==> src/rtl/ffd_pkg.sv <==
package ffd_pkg;
  typedef enum logic [1:0] {
    ST_IDLE = 2'd0,
    ST_DIV  = 2'd1,
    ST_CALC = 2'd2
  } ffd_state_e;
endpackage

==> src/rtl/ffd_rdiv.sv <==
// Restoring divider: one quotient bit per cycle, MSB first.
module ffd_rdiv #(
  parameter int NW = 33,
  parameter int DW = 17
) (
  input  logic          clk,
  input  logic          rst,
  input  logic          start,
  input  logic [NW-1:0] num,
  input  logic [DW-1:0] den,
  output logic          done,
  output logic [NW-1:0] quot
);
  localparam int CW = $clog2(NW + 1);

  logic [DW-1:0] den_q;
  logic [DW-1:0] rem_q;
  logic [NW-1:0] dvd_q;
  logic [CW-1:0] cnt_q;
  logic          run_q;
  logic [DW:0]   trial;
  logic          take;

  assign trial = {rem_q, dvd_q[NW-1]};
  assign take  = trial >= {1'b0, den_q};

  always_ff @(posedge clk) begin
    if (rst) begin
      den_q <= '0;
      rem_q <= '0;
      dvd_q <= '0;
      cnt_q <= '0;
      run_q <= 1'b0;
      done  <= 1'b0;
      quot  <= '0;
    end else begin
      done <= 1'b0;
      if (start) begin
        den_q <= den;
        dvd_q <= num;
        rem_q <= '0;
        quot  <= '0;
        cnt_q <= CW'(NW - 1);
        run_q <= 1'b1;
      end else if (run_q) begin
        rem_q <= take ? DW'(trial - {1'b0, den_q}) : trial[DW-1:0];
        dvd_q <= dvd_q << 1;
        quot  <= {quot[NW-2:0], take};
        if (cnt_q == '0) begin
          run_q <= 1'b0;
          done  <= 1'b1;
        end else begin
          cnt_q <= cnt_q - 1'b1;
        end
      end
    end
  end
endmodule

==> src/rtl/ffd_pi.sv <==
// Proportional and integral terms with a saturating, freezable integrator.
module ffd_pi #(
  parameter int EW   = 17,
  parameter int GW   = 16,
  parameter int IW   = 24,
  parameter int PSH  = 13,
  parameter int ACCW = 44
) (
  input  logic                   clk,
  input  logic                   rst,
  input  logic signed [EW-1:0]   err,
  input  logic signed [GW-1:0]   kp,
  input  logic signed [GW-1:0]   ki,
  input  logic                   commit,
  input  logic                   hold,
  output logic signed [ACCW-1:0] p_term,
  output logic signed [ACCW-1:0] i_term,
  output logic signed [IW-1:0]   m_q
);
  localparam logic signed [IW:0] M_MAX = (IW+1)'((64'sd1 <<< (IW - 1)) - 1);
  localparam logic signed [IW:0] M_MIN = -(IW+1)'(64'sd1 <<< (IW - 1));

  logic signed [IW:0]       m_sum;
  logic signed [IW-1:0]     m_cand;
  logic signed [GW+EW-1:0]  p_prod;
  logic signed [GW+IW-1:0]  i_prod;

  always_comb begin
    m_sum = (IW+1)'(m_q) + (IW+1)'(err);
    if (m_sum > M_MAX)      m_cand = M_MAX[IW-1:0];
    else if (m_sum < M_MIN) m_cand = M_MIN[IW-1:0];
    else                    m_cand = m_sum[IW-1:0];
  end

  assign p_prod = kp * err;
  assign i_prod = ki * m_cand;
  assign p_term = ACCW'(p_prod) >>> PSH;
  assign i_term = ACCW'(i_prod) >>> PSH;

  always_ff @(posedge clk) begin
    if (rst)                 m_q <= '0;
    else if (commit && !hold) m_q <= m_cand;
  end
endmodule

==> src/rtl/ffd_duty_ctrl.sv <==
module ffd_duty_ctrl
  import ffd_pkg::*;
#(
  parameter int SW       = 16,
  parameter int GW       = 16,
  parameter int GF       = 14,
  parameter int DF       = 16,
  parameter int IW       = 24,
  parameter int RMAX_INT = 2
) (
  input  logic                 clk,
  input  logic                 rst,
  input  logic                 s_valid,
  output logic                 s_ready,
  input  logic signed [SW-1:0] s_vin,
  input  logic signed [SW-1:0] s_vref,
  input  logic signed [SW-1:0] s_vout,
  input  logic [DF-1:0]        cfg_df,
  input  logic signed [GW-1:0] cfg_kp,
  input  logic signed [GW-1:0] cfg_ki,
  input  logic [SW-1:0]        cfg_thr,
  output logic                 d_valid,
  output logic [DF-1:0]        d_duty
);
  localparam int SF   = SW - 1;
  localparam int MW   = SW + 1;
  localparam int NW   = MW + DF;
  localparam int EW   = SW + 1;
  localparam int PSH  = GF + SF - DF;
  localparam int ACCW = GW + IW + 4;
  localparam logic [NW-1:0] RMAX_Q = NW'(RMAX_INT) << DF;
  localparam logic signed [ACCW-1:0] DMAX = ACCW'((64'sd1 <<< DF) - 1);

  ffd_state_e state_q;

  logic signed [SW-1:0] vref_q, vout_q;
  logic                 neg_q, byp_q;
  logic signed [MW-1:0] vin_x, vref_x;
  logic [MW-1:0]        vin_mag, vref_mag;
  logic                 accept, byp_now;
  logic                 div_done;
  logic [NW-1:0]        div_quot;
  logic [NW-1:0]        q_lim, ratio_mag;
  logic signed [ACCW-1:0] ratio_s, df_x, dh, sum, p_term, i_term;
  logic signed [EW-1:0] err;
  logic                 calc_en, clamp_hi, clamp_lo, err_pos, err_neg, hold;
  logic signed [IW-1:0] m_q;
  logic [DF-1:0]        duty_n;

  assign s_ready = (state_q == ST_IDLE);
  assign accept  = s_valid && s_ready;
  assign calc_en = (state_q == ST_CALC);

  assign vin_x    = {s_vin[SW-1], s_vin};
  assign vref_x   = {s_vref[SW-1], s_vref};
  assign vin_mag  = vin_x[MW-1]  ? MW'(-vin_x)  : MW'(vin_x);
  assign vref_mag = vref_x[MW-1] ? MW'(-vref_x) : MW'(vref_x);
  assign byp_now  = (vin_mag == '0) || (vin_mag < {1'b0, cfg_thr});

  ffd_rdiv #(.NW(NW), .DW(MW)) u_div (
    .clk   (clk),
    .rst   (rst),
    .start (accept && !byp_now),
    .num   ({vref_mag, {DF{1'b0}}}),
    .den   (vin_mag),
    .done  (div_done),
    .quot  (div_quot)
  );

  always_ff @(posedge clk) begin
    if (rst) begin
      state_q <= ST_IDLE;
      vref_q  <= '0;
      vout_q  <= '0;
      neg_q   <= 1'b0;
      byp_q   <= 1'b0;
      d_valid <= 1'b0;
      d_duty  <= '0;
    end else begin
      d_valid <= 1'b0;
      unique case (state_q)
        ST_IDLE: if (accept) begin
          vref_q  <= s_vref;
          vout_q  <= s_vout;
          neg_q   <= s_vin[SW-1] ^ s_vref[SW-1];
          byp_q   <= byp_now;
          state_q <= byp_now ? ST_CALC : ST_DIV;
        end
        ST_DIV: if (div_done) state_q <= ST_CALC;
        ST_CALC: begin
          d_duty  <= duty_n;
          d_valid <= 1'b1;
          state_q <= ST_IDLE;
        end
        default: state_q <= ST_IDLE;
      endcase
    end
  end

  // Feedforward ratio and its correction against the nominal ratio.
  assign q_lim     = (div_quot > RMAX_Q) ? RMAX_Q : div_quot;
  assign ratio_mag = byp_q ? RMAX_Q : q_lim;
  assign ratio_s   = (neg_q && !byp_q) ? -ACCW'(ratio_mag) : ACCW'(ratio_mag);
  assign df_x      = ACCW'(cfg_df);
  assign dh        = ratio_s - df_x;

  // Feedback.
  assign err     = EW'(vref_q) - EW'(vout_q);
  assign err_pos = !err[EW-1] && (err != '0);
  assign err_neg = err[EW-1];

  ffd_pi #(.EW(EW), .GW(GW), .IW(IW), .PSH(PSH), .ACCW(ACCW)) u_pi (
    .clk    (clk),
    .rst    (rst),
    .err    (err),
    .kp     (cfg_kp),
    .ki     (cfg_ki),
    .commit (calc_en),
    .hold   (hold),
    .p_term (p_term),
    .i_term (i_term),
    .m_q    (m_q)
  );

  // Summation, clamp and anti-windup decision.
  assign sum      = df_x + dh + p_term + i_term;
  assign clamp_lo = sum[ACCW-1];
  assign clamp_hi = !clamp_lo && (sum > DMAX);
  assign hold     = (clamp_hi && err_pos) || (clamp_lo && err_neg);

  always_comb begin
    if (clamp_lo)      duty_n = '0;
    else if (clamp_hi) duty_n = '1;
    else               duty_n = sum[DF-1:0];
  end
endmodule

==> config.mk <==
export PLATFORM = sky130hd
export DESIGN_NAME = ffd_duty_ctrl
export DESIGN_NICKNAME = d
export VERILOG_FILES = /design/src/rtl/ffd_pkg.sv /design/src/rtl/ffd_rdiv.sv /design/src/rtl/ffd_pi.sv /design/src/rtl/ffd_duty_ctrl.sv
export SDC_FILE = /design/constraint.sdc
export NUM_CORES = 2
export LEC_CHECK = 0
export BUFFER_PORTS_ARGS = -buffer_cell sky130_fd_sc_hd__buf_2
export CORE_UTILIZATION = 40
export CTS_CLUSTER_DIAMETER = 150
export DETAILED_ROUTE_END_ITERATION = 8
export PLACE_DENSITY = 0.51
export SLEW_MARGIN = 20
export SYNTH_ARGS = -nofsm -noshare
export SYNTH_HDL_FRONTEND = slang
export SYNTH_SLANG_ARGS = --single-unit
==> constraint.sdc <==
create_clock -name clk -period 39.6 [get_ports clk]
set_input_delay 1.98 -clock clk [delete_from_list [all_inputs] [get_ports clk]]
set_output_delay 1.98 -clock clk [all_outputs]
set_load 0.1 [all_outputs]
; After elaboration in Yosys (flattened, before gate mapping)
; Cells that the tools add are included.
[word_totals]
output_inout_bits = 18
wordCells = 93
register_bits = 169
[op_classes]
mul = 2
n_eq_ne = 5
reduce_logical = 26
n_addsub = 11
n_bitwise = 3
magnitude_cmp = 6
n_mux = 24
[ops]
columns = operator, count
row1 = $mux W33, 4
row2 = $mux W17, 3
row3 = $mux W24, 2
row4 = $add A17 B44 Y44, 1
row5 = $add A44 B20 Y44, 1
row6 = $add A44 B27 Y44, 1
row7 = $gt A44 B17 Y1 const B, 1
row8 = $mux W44, 1
row9 = $neg A33 Y44, 1
row10 = $sub A44 B17 Y44, 1
row11 = $mul A16 B24 Y40, 1
row12 = $neg A16 Y17, 2
row13 = $gt A33 B18 Y1 const B, 1
row14 = $mul A16 B17 Y33, 1
row15 = $mux W16, 2
row16 = $add A24 B17 Y25, 1
row17 = $gt A25 B24 Y1 const B, 1
row18 = $lt A25 B24 Y1 const B, 1
row19 = $ge A18 B17 Y1, 1
row20 = $mux W6, 3
row21 = $logic_not A17 Y1, 1
row22 = $lt A17 B16 Y1, 1
row23 = $reduce_bool A17 Y1, 1
row24 = $sub A16 B16 Y17, 1
row25 = other kinds (19), 43

; Longest topological paths before layout
[logic_depth]
ltp_word = 15
ltp_mapped = 75

; Hierarchy
; From an unflattened synthesis, not the netlist that was laid out.
[hier_totals]
cells_unflattened = 4837
hier_area_um2 = 41352.2
[by_module_without_submodules]
columns = mod, seq_area_each_um2, n_inst, cells_each, area_per_inst_um2
row1 = ffd_pi, 480.5, 1, 2877, 25883.6
row2 = ffd_duty_ctrl, 1061.0, 1, 1336, 10075.9
row3 = ffd_rdiv, 2162.1, 1, 624, 5392.7

; Least setup slack after synthesis
; No wires, ideal clock.
[synth_timing]
path_kind = register to register
from = reg vref_q[0]
to = reg u_pi.m_q[0]
stages_incl_launch_ff = 66
n_path_buf = 5
synth_period_minus_slack_ps = 15478
setup_ps = 128
arrival_time_ps = 15350
path_slack_ps = 24122
cell_sequence = dfxtp_1 -> inv_1 -> ha_1 -> fa_1 -> nor2b_1 -> o31a_1 -> o211ai_1 -> a21oi_1 -> nor2_1 -> a211o_1 -> o21bai_1 -> a21oi_1 -> nor2b_1 -> o31a_1 -> inv_1 -> buf_1 -> ha_1 -> nand3_1 -> (+30 left out) -> inv_1 -> ha_1 -> ha_1 -> a21o_1 -> o41ai_1 -> o31ai_1 -> a31o_2 -> o21ai_0 -> nand2b_1 -> a2111oi_0 -> o21ai_0 -> and4b_1 -> nand4_1 -> a41o_1 -> buf_6 -> buf_12 -> mux2i_1 -> nor2_1
[synth_between]
elab_chain_cells = 13
[synth_rtl]
columns = element, line
row1 = from (decl), ffd_duty_ctrl.sv:36  ; logic signed [SW-1:0] vref_q, vout_q;
row2 = from (signal assigned), ffd_duty_ctrl.sv:83  ; vref_q <= s_vref;
row3 = $sub A16 B16 Y17 *, ffd_duty_ctrl.sv:108  ; assign err = EW'(vref_q) - EW'(vout_q);
row4 = $add A24 B17 Y25, ffd_pi.sv:29  ; m_sum = (IW+1)'(m_q) + (IW+1)'(err);
row5 = $lt A25 B24 Y1, ffd_pi.sv:31  ; else if (m_sum < M_MIN) m_cand = M_MIN[IW-1:0];
row6 = $mux W24, ffd_pi.sv:31
row7 = $mux W24, ffd_pi.sv:30  ; if (m_sum > M_MAX) m_cand = M_MAX[IW-1:0];
row8 = $mul A16 B24 Y40, ffd_pi.sv:36  ; assign i_prod = ki * m_cand;
row9 = $add A44 B27 Y44, ffd_duty_ctrl.sv:126  ; assign sum = df_x + dh + p_term + i_term;
row10 = $gt A44 B17 Y1 / $logic_not A1 Y1 (equally long branches), ffd_duty_ctrl.sv:128  ; assign clamp_hi = !clamp_lo && (sum > DMAX);
row11 = $logic_and A1 B1 Y1, ffd_duty_ctrl.sv:128
row12 = $logic_and A1 B1 Y1, ffd_duty_ctrl.sv:129  ; assign hold = (clamp_hi && err_pos) || (clamp_lo && err_neg);
row13 = $logic_or A1 B1 Y1, ffd_duty_ctrl.sv:129
row14 = $logic_not A1 Y1, ffd_pi.sv:42  ; else if (commit && !hold) m_q <= m_cand;
row15 = $logic_and A1 B1 Y1, ffd_pi.sv:42
row16 = to (signal assigned), ffd_pi.sv:42
row17 = to (decl), ffd_pi.sv:18  ; output logic signed [IW-1:0] m_q
; Every way passes the cells marked *; elsewhere a longest branch is shown, timed or not.
; A chain may end at the register's enable or synchronous reset.

; Worst setup path after layout
[layout_timing]
from = reg vref_q[0]
to = reg u_pi.m_q[20]
; Same word-level chain as after synthesis.

==> flow_results.xml <==
<?xml version="1.0" encoding="UTF-8"?>
<metrics>
  <group name="global_routing">
    <metric name="grtUsageTotal" unit="">0.210</metric>
    <metric name="grt_pass1_wl" unit="um">165000</metric>
    <metric name="global_route.overflow_total" unit="">0</metric>
    <metric name="first_global_vias" unit="">30600</metric>
    <metric name="grt_max_degree" unit="">77</metric>
    <metric name="antenna_found_initial" unit="">1</metric>
  </group>
  <group name="sta">
    <metric name="period_minus_slack" unit="ps">18400</metric>
    <metric name="hold_violations" unit="">0</metric>
    <metric name="clock.fmax" unit="GHz">0.0544</metric>
    <metric name="fin_tns_setup" unit="ps">0</metric>
    <metric name="fin_skew" unit="ps">14.9</metric>
    <metric name="slew_violations" unit="">0</metric>
    <metric name="worstMarginPinSlew" unit="ps">1130</metric>
    <metric name="rsz_0062_raised_after_global_routing" unit="">false</metric>
    <metric name="maxSlewHeadroom" unit="">0.244</metric>
    <metric name="setup_viol" unit="">0</metric>
    <metric name="fin_crit_sh" unit="">0.465</metric>
  </group>
  <group name="die">
    <metric name="die_y_extent" unit="um">314</metric>
    <metric name="top_level_ports" unit="">133</metric>
    <metric name="coreArea" unit="sq mm">0.0966</metric>
    <metric name="std_cell_rows" unit="">114</metric>
    <metric name="chipWidth" unit="um">314</metric>
    <metric name="fp.dieArea" unit="sq mm">0.0985</metric>
    <metric name="floorplan.initialDensity" unit="">0.403</metric>
  </group>
  <group name="worst_setup_path">
    <metric name="crit_path_frequent_cell" unit="">sky130_fd_sc_hd__fa_1</metric>
    <metric name="cp_data_required_time" unit="ps">39950</metric>
    <metric name="critical-path-max-stage-delay" unit="ps">780</metric>
    <metric name="critical_path_peak_fanout" unit="">25</metric>
    <metric name="worst_setup_path_start_kind" unit="">flip-flop</metric>
    <metric name="critical_path.endpoint_type" unit="">flip-flop</metric>
    <metric name="worst-endpoint-arrival" unit="ps">18750</metric>
    <metric name="worst_r2r_startpoint" unit="">vref_q[0]</metric>
    <metric name="r2r-end" unit="">u_pi.m_q[20]</metric>
    <metric name="slowest_stage" unit="">sky130_fd_sc_hd__o21a_1</metric>
    <metric name="kind_of_critical_path" unit="">reg -&gt; reg</metric>
    <metric name="rrSetupSlack" unit="ps">21200</metric>
    <metric name="worst-r2r-cell-count" unit="">65</metric>
  </group>
  <group name="yosys">
    <metric name="yosysTopAreaCell" unit="">sky130_fd_sc_hd__fa_1</metric>
    <metric name="post_synth_most_frequent_cells" unit="">sky130_fd_sc_hd__inv_1 (885), sky130_fd_sc_hd__fa_1 (709), sky130_fd_sc_hd__nand2_1 (574)</metric>
    <metric name="yosys_reg_bits" unit="">169</metric>
    <metric name="ys_types" unit="">78</metric>
    <metric name="postSynthAreaPerCell" unit="sq um">8.60</metric>
    <metric name="post-synth-top-count-cell" unit="">sky130_fd_sc_hd__inv_1</metric>
    <metric name="synth_compound_gate_area_share" unit="">0.113</metric>
    <metric name="sequential_share_of_the_synthesized_area" unit="">0.0870</metric>
    <metric name="dominant_combinational_cell_family_by_area_after_synthesis" unit="">adder cells</metric>
    <metric name="yosys-top-cells-area" unit="">sky130_fd_sc_hd__fa_1 (36%), sky130_fd_sc_hd__ha_1 (11%), sky130_fd_sc_hd__dfxtp_1 (8.7%)</metric>
    <metric name="synth_enable_flop_cells" unit="">0</metric>
    <metric name="yosysWarningCount" unit="">0</metric>
    <metric name="syn-cell-area" unit="sq mm">0.0389</metric>
    <metric name="synthAdderAreaFrac" unit="">0.478</metric>
    <metric name="synth.mux.area_fraction" unit="">0.0216</metric>
    <metric name="synth_xor_area_frac" unit="">0.0380</metric>
    <metric name="asyncSetResetFlopFracSynth" unit="">0</metric>
    <metric name="synth_nets" unit="">5702</metric>
    <metric name="netlist_instances" unit="">4525</metric>
    <metric name="top_area_cell_type_share_of_the_netlist_area" unit="">0.365</metric>
    <metric name="yosys.area_share.simple" unit="">0.157</metric>
    <metric name="synth_flop_cell" unit="">sky130_fd_sc_hd__dfxtp_1</metric>
  </group>
  <group name="cts">
    <metric name="clock_root_buffer" unit="">sky130_fd_sc_hd__clkbuf_16</metric>
    <metric name="cts_tree" unit="">built</metric>
    <metric name="post_cts_hold_buffer_count" unit="">0</metric>
    <metric name="post_cts_buffers" unit="">0</metric>
    <metric name="clk_pin_slew_worst_paths" unit="ps">80</metric>
    <metric name="clk_path_buf_depth" unit="">2</metric>
    <metric name="cts_made_buffers" unit="">17</metric>
    <metric name="clock_insertion_delay_worst_skew" unit="ps">500</metric>
    <metric name="cts_num_sinks" unit="">169</metric>
    <metric name="cts_resized" unit="">0</metric>
    <metric name="h-tree-depth" unit="">4</metric>
  </group>
  <group name="min_path">
    <metric name="min-delay-path-class" unit="">reg -&gt; reg</metric>
    <metric name="worstHoldStart" unit="">u_div.den_q[16]</metric>
    <metric name="hold_depth" unit="">2</metric>
    <metric name="hold_end" unit="">u_div.den_q[16]</metric>
  </group>
  <group name="cells_and_area">
    <metric name="final.fill_count" unit="">9853</metric>
    <metric name="finalNetCount" unit="">5694</metric>
    <metric name="post_route_standard_cell_area_excluding_fillers" unit="sq mm">0.0413</metric>
    <metric name="syn_to_final_growth" unit="%">6.22</metric>
    <metric name="drive_above_1_share" unit="">0.0506</metric>
  </group>
  <group name="routing">
    <metric name="drt-total-wl" unit="um">98300</metric>
    <metric name="ant_nets" unit="">0</metric>
    <metric name="drcViolationCount" unit="">0</metric>
    <metric name="drt-vias-per-instance" unit="">5.11</metric>
    <metric name="routed-via-count" unit="">29700</metric>
    <metric name="initialDrtViolationCount" unit="">1522</metric>
    <metric name="routedWlPerCell" unit="um">16.9</metric>
    <metric name="number_of_search_and_repair_iterations_in_the_first_detailed_routing_pass" unit="">5</metric>
  </group>
  <group name="status">
    <metric name="status" unit="">complete, no violations</metric>
  </group>
  <group name="placed_design">
    <metric name="port-buffer-count" unit="">117</metric>
    <metric name="finalWeightedCongestion" unit="">0.862</metric>
    <metric name="hpwlAfterDp" unit="um">79800</metric>
    <metric name="placement.cell_area" unit="sq mm">0.0407</metric>
  </group>
  <group name="flow_run">
    <metric name="drv_cap" unit="">0</metric>
  </group>
</metrics>
final cells by class:
type                            count  area (sq um)  share of cell area
Sequential cell                   169          3390              0.0820
Clock inverter                     15           194             0.00469
Clock buffer                       17           425              0.0103
Tap cell                         1276          1600              0.0386
Inverter                          886          3330              0.0805
Multi-Input combinational cell   3283         31500               0.762
Timing Repair Buffer              160           911              0.0220
Antenna cell                        1          2.50           0.0000606
worst max-delay path: cells and delay by family, from the launching register on:
family	cells	cell delay, ps
adder cells (fa/ha/maj)	14	6170
XOR/XNOR	4	720
buffers and inverters	7	1720
AND/OR/NAND/NOR	10	1810
multiplexers	1	240
flip-flops	1	330
AO/OA/AOI/OAI	29	7160
metrics by stage:
step | utilization | std cells | hold slack, ps | worst slack (ps)
6_report | 0.428 | 5807 | 444 | 21200
5_1_grt | 0.428 | 5807 | 479 | 19500
4_1_cts | 0.428 | 5806 | 450 | 21090
3_5_place_dp | 0.421 | 5774 | 438 | 21170
3_3_place_gp | 0.421 | 5774 | 435 | 21230
2_1_floorplan | - | 4525 | 420 | 24120
layer usage:
metal  vias up  routed length (um)  global-route usage
met5         -                   0                   0
met3        69                4220              0.0247
li1      14200                   -                   -
met1     14900               46800               0.301
met4         0                1280              0.0406
met2       493               46000               0.342
cell usage in the layout (no fill, tap or decap), types with 68 or more instances in the layout:
| cell type | instances |
|---|---|
| sky130_fd_sc_hd__fa_1 | 709 |
| sky130_fd_sc_hd__mux2i_1 | 83 |
| sky130_fd_sc_hd__a21oi_1 | 190 |
| sky130_fd_sc_hd__dfxtp_1 | 168 |
| sky130_fd_sc_hd__xnor2_1 | 116 |
| sky130_fd_sc_hd__a211oi_1 | 68 |
| sky130_fd_sc_hd__ha_1 | 353 |
| sky130_fd_sc_hd__inv_1 | 885 |
| sky130_fd_sc_hd__nor2_1 | 226 |
| sky130_fd_sc_hd__nand2_1 | 574 |
| sky130_fd_sc_hd__o21ai_0 | 114 |
| sky130_fd_sc_hd__buf_2 | 116 |
| sky130_fd_sc_hd__and2_1 | 216 |
state kept, by name, indices dropped and copies added (netlist names), 2 cells and up:
signal / cells
u_div.rem_q: 17
u_pi.m_q: 24
vref_q: 16
d_duty: 16
vout_q: 16
u_div.den_q: 17
u_div.dvd_q: 17
u_div.quot: 33
state_q: 2
u_div.cnt_q: 6
worst max path at each step:
stage	startpoint	to	slack, ps	cells after the start
after floorplan	vref_q[0]	u_pi.m_q[0]	24120	65
after global placement	vref_q[0]	u_pi.m_q[21]	21230	65
after detailed placement	vref_q[0]	u_pi.m_q[3]	21170	69
after CTS	vref_q[0]	u_pi.m_q[3]	21090	69
after global routing	vref_q[0]	u_pi.m_q[10]	19500	66
final	vref_q[0]	u_pi.m_q[20]	21200	65
cells by family after synthesis:
family | count (synthesis)
AO/OA/AOI/OAI | 669
XOR/XNOR | 167
adder cells (fa/ha/maj) | 1062
buffers and inverters | 1073
flip-flops | 169
multiplexers | 84
AND/OR/NAND/NOR | 1301
Power is not shown: default switching activity piles up to over one toggle a cycle in this logic, so the estimate is an artifact.
